--- config.mk ---
export PLATFORM = sky130hd
export DESIGN_NAME = phy_ctl_master
export DESIGN_NICKNAME = d
export VERILOG_FILES = /design/src/rtl/phy_ctl_pkg.sv /design/src/rtl/ctl_cycle_count.sv /design/src/rtl/ctl_port_drive.sv /design/src/rtl/phy_ctl_master.sv
export SDC_FILE = /design/constraint.sdc
export NUM_CORES = 1
export LEC_CHECK = 0
export CAP_MARGIN = 20
export CELL_PAD_IN_SITES_DETAIL_PLACEMENT = 0
export CELL_PAD_IN_SITES_GLOBAL_PLACEMENT = 1
export CORE_UTILIZATION = 35
export DETAILED_ROUTE_END_ITERATION = 10
export PLACE_DENSITY_LB_ADDON = 0.2
export SLEW_MARGIN = 25
export SYNTH_ARGS = -nofsm -noshare
export SYNTH_HDL_FRONTEND = slang
export SYNTH_HIERARCHICAL = 1
export SYNTH_SLANG_ARGS = --single-unit
--- constraint.sdc ---
create_clock -name clk -period 2.85 [get_ports clk]
set_input_delay 0.855 -clock clk [delete_from_list [all_inputs] [get_ports clk]]
set_output_delay 0.855 -clock clk [all_outputs]
set_load 0.05 [all_outputs]
--- src/rtl/phy_ctl_pkg.sv ---
package phy_ctl_pkg;

    typedef enum logic [2:0] {
        ST_IDLE,
        ST_SETUP,
        ST_STROBE,
        ST_RELEASE,
        ST_RESP
    } ctl_state_e;

    typedef enum logic [1:0] {
        PH_ADDR,
        PH_DATA,
        PH_CMD
    } ctl_phase_e;

endpackage

--- src/rtl/ctl_cycle_count.sv ---
// Counts enabled cycles since the last clear; done marks the LIMIT-th cycle.
module ctl_cycle_count #(
    parameter int LIMIT = 4
) (
    input  logic clk,
    input  logic rst_n,
    input  logic clr,
    input  logic en,
    output logic done
);
    localparam int CW = (LIMIT > 1) ? $clog2(LIMIT) : 1;
    localparam logic [CW-1:0] LAST = CW'(LIMIT - 1);

    logic [CW-1:0] cnt_q;

    always_ff @(posedge clk or negedge rst_n) begin
        if (!rst_n) begin
            cnt_q <= '0;
        end else if (clr) begin
            cnt_q <= '0;
        end else if (en && (cnt_q != LAST)) begin
            cnt_q <= cnt_q + 1'b1;
        end
    end

    assign done = en && (cnt_q == LAST);
endmodule

--- src/rtl/ctl_port_drive.sv ---
// Decodes the current phase into the PHY-side bus value and strobe.
module ctl_port_drive
    import phy_ctl_pkg::*;
#(
    parameter int DW = 16
) (
    input  logic       active,
    input  logic       strobe_on,
    input  logic       is_write,
    input  ctl_phase_e phase,
    input  logic [DW-1:0] addr,
    input  logic [DW-1:0] wdata,
    output logic [DW-1:0] din,
    output logic       cap_addr,
    output logic       cap_data,
    output logic       rd,
    output logic       wr
);
    always_comb begin
        din      = '0;
        cap_addr = 1'b0;
        cap_data = 1'b0;
        rd       = 1'b0;
        wr       = 1'b0;
        if (active) begin
            unique case (phase)
                PH_ADDR: begin
                    din      = addr;
                    cap_addr = strobe_on;
                end
                PH_DATA: begin
                    din      = wdata;
                    cap_data = strobe_on;
                end
                PH_CMD: begin
                    din = is_write ? wdata : '0;
                    rd  = strobe_on && !is_write;
                    wr  = strobe_on && is_write;
                end
                default: din = '0;
            endcase
        end
    end
endmodule

--- src/rtl/phy_ctl_master.sv ---
module phy_ctl_master
    import phy_ctl_pkg::*;
#(
    parameter int DW          = 16,
    parameter int SETUP_CYC   = 2,
    parameter int TIMEOUT_CYC = 1000
) (
    input  logic          clk,
    input  logic          rst_n,
    input  logic          req_valid,
    output logic          req_ready,
    input  logic          req_write,
    input  logic [DW-1:0] req_addr,
    input  logic [DW-1:0] req_wdata,
    output logic          rsp_valid,
    output logic [DW-1:0] rsp_rdata,
    output logic          rsp_err,
    output logic          busy,
    output logic [DW-1:0] ctl_din,
    output logic          ctl_cap_addr,
    output logic          ctl_cap_data,
    output logic          ctl_rd,
    output logic          ctl_wr,
    input  logic          ctl_ack,
    input  logic [DW-1:0] ctl_dout
);
    ctl_state_e state_q, state_d;
    ctl_phase_e phase_q, phase_d;

    logic          wr_q;
    logic [DW-1:0] addr_q, wdata_q, rdata_q;
    logic          err_q;

    logic accept, capture, timeout;
    logic setup_done, wait_done;
    logic in_wait, drive_active, strobe_on;

    // Setup hold counter: restarts on every state change.
    ctl_cycle_count #(.LIMIT(SETUP_CYC)) u_setup_cnt (
        .clk  (clk),
        .rst_n(rst_n),
        .clr  (state_d != state_q),
        .en   (state_q == ST_SETUP),
        .done (setup_done)
    );

    // Acknowledge wait bound, shared by the rise and fall waits.
    assign in_wait = (state_q == ST_STROBE) || (state_q == ST_RELEASE);

    ctl_cycle_count #(.LIMIT(TIMEOUT_CYC)) u_wait_cnt (
        .clk  (clk),
        .rst_n(rst_n),
        .clr  (state_d != state_q),
        .en   (in_wait),
        .done (wait_done)
    );

    // Next-state logic
    always_comb begin
        state_d = state_q;
        phase_d = phase_q;
        accept  = 1'b0;
        capture = 1'b0;
        timeout = 1'b0;
        unique case (state_q)
            ST_IDLE: begin
                if (req_valid) begin
                    accept  = 1'b1;
                    state_d = ST_SETUP;
                    phase_d = PH_ADDR;
                end
            end
            ST_SETUP: begin
                if (setup_done) state_d = ST_STROBE;
            end
            ST_STROBE: begin
                if (ctl_ack) begin
                    state_d = ST_RELEASE;
                    capture = (phase_q == PH_CMD) && !wr_q;
                end else if (wait_done) begin
                    state_d = ST_RESP;
                    timeout = 1'b1;
                end
            end
            ST_RELEASE: begin
                if (!ctl_ack) begin
                    if (phase_q == PH_CMD) begin
                        state_d = ST_RESP;
                    end else begin
                        state_d = ST_SETUP;
                        phase_d = (phase_q == PH_ADDR && wr_q) ? PH_DATA : PH_CMD;
                    end
                end else if (wait_done) begin
                    state_d = ST_RESP;
                    timeout = 1'b1;
                end
            end
            ST_RESP: state_d = ST_IDLE;
            default: state_d = ST_IDLE;
        endcase
    end

    // State and transaction registers
    always_ff @(posedge clk or negedge rst_n) begin
        if (!rst_n) begin
            state_q <= ST_IDLE;
            phase_q <= PH_ADDR;
            wr_q    <= 1'b0;
            addr_q  <= '0;
            wdata_q <= '0;
            rdata_q <= '0;
            err_q   <= 1'b0;
        end else begin
            state_q <= state_d;
            phase_q <= phase_d;
            if (accept) begin
                wr_q    <= req_write;
                addr_q  <= req_addr;
                wdata_q <= req_wdata;
                rdata_q <= '0;
                err_q   <= 1'b0;
            end
            if (capture) rdata_q <= ctl_dout;
            if (timeout) begin
                err_q   <= 1'b1;
                rdata_q <= '0;
            end
        end
    end

    // Outputs
    always_comb begin
        req_ready    = (state_q == ST_IDLE);
        busy         = (state_q != ST_IDLE);
        rsp_valid    = (state_q == ST_RESP);
        rsp_rdata    = rdata_q;
        rsp_err      = err_q;
        strobe_on    = (state_q == ST_STROBE);
        drive_active = (state_q == ST_SETUP) || in_wait;
    end

    ctl_port_drive #(.DW(DW)) u_drive (
        .active   (drive_active),
        .strobe_on(strobe_on),
        .is_write (wr_q),
        .phase    (phase_q),
        .addr     (addr_q),
        .wdata    (wdata_q),
        .din      (ctl_din),
        .cap_addr (ctl_cap_addr),
        .cap_data (ctl_cap_data),
        .rd       (ctl_rd),
        .wr       (ctl_wr)
    );
endmodule

==> results.md <==
* Outcome: completed
* Final period utilization at a little over nine tenths
* Largest cells by area after synthesis: dfrtp_1, nand2_1, mux2i_1
* Core footprint at between 9000 and 10000 um2
* Starting DRT DRC Count at 105
* TritonCTS Buffers at 9
* Number of post-CTS setup repair buffers at 0
* Number of enable flip-flop cells after synthesis at 0
* IO Port Bufs at between 90 and 100
* Hold Path Depth at 2
* Hold EP: addr_q[1]
* Buf/Inv on CP at 3
* Maximum clock path buffer count at 2
* Final std cells w/o fill at 609
* DIE WIDTH at approximately 100 um
* Top delay family on crit path: buffers and inverters
* Top cell type by total area after synthesis: dfrtp_1
* Hpwl dp at just under 6000 um
* Worst Tran Pin Value at 554 ps
* Max stage delay cell, worst path: clkdlybuf4s50_1
* Syn avg cell area at 8.77 um2
* Avg Vias per Cell at approximately 4.7
* GRT overflow at 0
* Post-synthesis cell type count at 48
* Chip height at 99.7 um
* Nets@finish at 530
* Largest net degree at the start of global routing at 38
* ANT cells at 0
* Starting Density at 36.2%
* Drt drc at 0
* Largest fanout on the critical path at 11
* Num rows at 35
* Reg-to-Reg End: rsp_rdata[11]
* Asr flop ratio synth at 100%
* Crit path launch type: register
* Post-synth top area share at 49.4%
* TritonCTS clock tree: done
* Register clock-pin slew on the reported worst setup and hold paths at about 70 ps
* Routed WL at roughly 8300 um
* Dpl cell area at 4640 um2
* Synth warn at 6
* Syn Nets at 435
* Required @ worst endpoint at around 2000 ps
* Sequential element share of the synthesized area at roughly 49%
* Final setup fails at 0
* R2r startpoint: u_wait_cnt/cnt_q[0]
* Most frequent cells after synthesis: nand2_1, dfrtp_1, mux2i_1
* Design area at 4840 um2
* Final ANT Viol Nets at 0
* Drt first pass iters at 4
* Global-route wire length before repair at 14100 um
* Hold path startpoint: addr_q[1]
* Hold Path Class: reg -> reg
* Initial antenna violation count at 0
* Die Area at just under 10000 um2
* CTS Hold Bufs at 0
* Critical path class: reg -> out
* Clk_lat worst skew at 340 ps
* FMAX at between 0.3 and 0.4 GHz
* Crit path largest cell delay at 800 ps
* Power per standard cell area at around 1100 nW/um2
* Share of post-route cells with drive strength above 1 at 15.0%
* Critical path cell sequence: buf_4 -> nor3_2 -> inv_1 -> clkdlybuf4s50_1
* Synthesized flop and latch total at 66
* Cell with the most instances after synthesis: nand2_1
* Cells after DPL at 594
* Worst R2R Path Depth at 9
* GPL Wtd Cong at 0.828
* Leak at ~2.1 nW
* Ys flop type: dfrtp_1
* Min Tclk post-route at between 2000 and 3000 ps
* Max IR drop VDD at around 0.55 mV
* Drt wl/cell at 13.7 um
* Critical path capture point type: primary output
* Worst slew margin relative to its limit at 63.1%
* Area Overhead vs Synth at 44.7%
* Tot GR Track Use at between 10% and 20%
* Cell Area, Synth at 3340 um2
* Final hold violation count at 0
* Slew Limit Fails at 0
* Vias in the first global route at 2885
* Vias at 2883
* Top-Level Pins at 93
* RSZ-0062 raised after global routing: no
* Final Skew at around 10 ps
* Syn Inst Count at ~380
* Arr. time, crit path at 1860 ps
* MaxCap Viol Count at 0
* Clock root cell: clkbuf_8
* Clock H-tree levels at 3
* Register-to-register setup slack at 570 ps
* Clk sinks at 66
[tightest hold or removal path, delay by kind of cell, from the launching register on]
kind | cells | cell delay, ps
and+or+nand+nor | 2 | 110
DFF | 1 | 340
[registers in the layout (all words and copies together), names as in the netlist]
| signal | cells |
|---|---|
| state_q | 3 |
| addr_q | 16 |
| rsp_err | 1 |
| u_wait_cnt/cnt_q | 10 |
| u_setup_cnt/cnt_q | 1 |
| phase_q | 2 |
| wdata_q | 16 |
| rsp_rdata | 16 |
| wr_q | 1 |
[stage by stage]
step | worst slack [ps] | total power [W] | utilization [%] | TNS (ps) | hold slack (ps)
3_3_place_gp | 145 | 0.00445 | 50.3 | 0 | 458
3_5_place_dp | 108 | 0.00450 | 50.3 | 0 | 466
6_report | 130 | 0.00522 | 52.3 | 0 | 476
2_1_floorplan | -242 | 0.00332 | - | -600 | 445
5_1_grt | 41.7 | 0.00555 | 52.3 | 0 | 505
4_1_cts | 12.0 | 0.00527 | 52.3 | 0 | 483
[power breakdown]
group	switching [W]	internal, W	leakage, nW	total (W)
logic	0.00175	0.00128	1.15	0.00303
clock network	0.000354	0.000398	0.0921	0.000752
registers	0.000213	0.00122	0.861	0.00144
[area by class of cell]
cell class	instances	area, um2
clock inverter	5	56.3
timing repair buffer	106	1220
multi-input combinational	289	1610
fill	868	4400
inverter	4	15.0
tap	129	161
clock buffer	10	128
sequential	66	1650
[metal layers]
metal	up-vias	GRT usage [%]	part of all wire (%)
li1	1464	-	-
met1	1349	23.6	46
met2	62	29.2	47
met3	8	4.92	5.1
met4	0	5.43	1.3
met5	-	0	0
[worst max path at each step]
stage               start             to  slack, ps  cells after the start
4_1_cts        state_q[2]    ctl_din[14]         10                      5
5_1_grt        state_q[2]    ctl_din[14]         40                      5
3_3_place_gp      ctl_ack   rsp_rdata[7]        150                      5
2_1_floorplan  state_q[0]   ctl_cap_addr       -240                      6
3_5_place_dp      ctl_ack  rsp_rdata[14]        110                      5
6_report       state_q[0]           busy        130                      4
[what timing repair did]
action	CTS	global route
gates resized for setup	0	3
hold endpoints to repair	0	0
endpoints found under the setup margin	0	6
[cells in the final DEF (no fill, tap or decap), types with 3 or more instances in the layout]
cell type,n
o22ai_1,5
nand3_1,3
buf_4,16
nand2_1,158
inv_1,4
mux2i_1,16
a211oi_1,3
o21ai_0,8
xor2_1,5
o21ai_1,14
buf_12,20
clkdlybuf4s50_1,69
and2_1,4
nand4_1,5
clkbuf_8,9
o22ai_2,10
a21oi_1,7
or3_1,3
dfrtp_1,64
nor2_1,10
nand2b_1,4
nor2b_1,3
[cell families after synthesis]
group / share of synthesized area (%)
compound gates: 9.70
xor+xnor: 1.57
fa+ha+maj: 0.374
flops: 49.4
buf+inv: 4.98
simple gates: 29.2
mux: 4.79
Note: power is estimated with default switching activity, not from simulation.
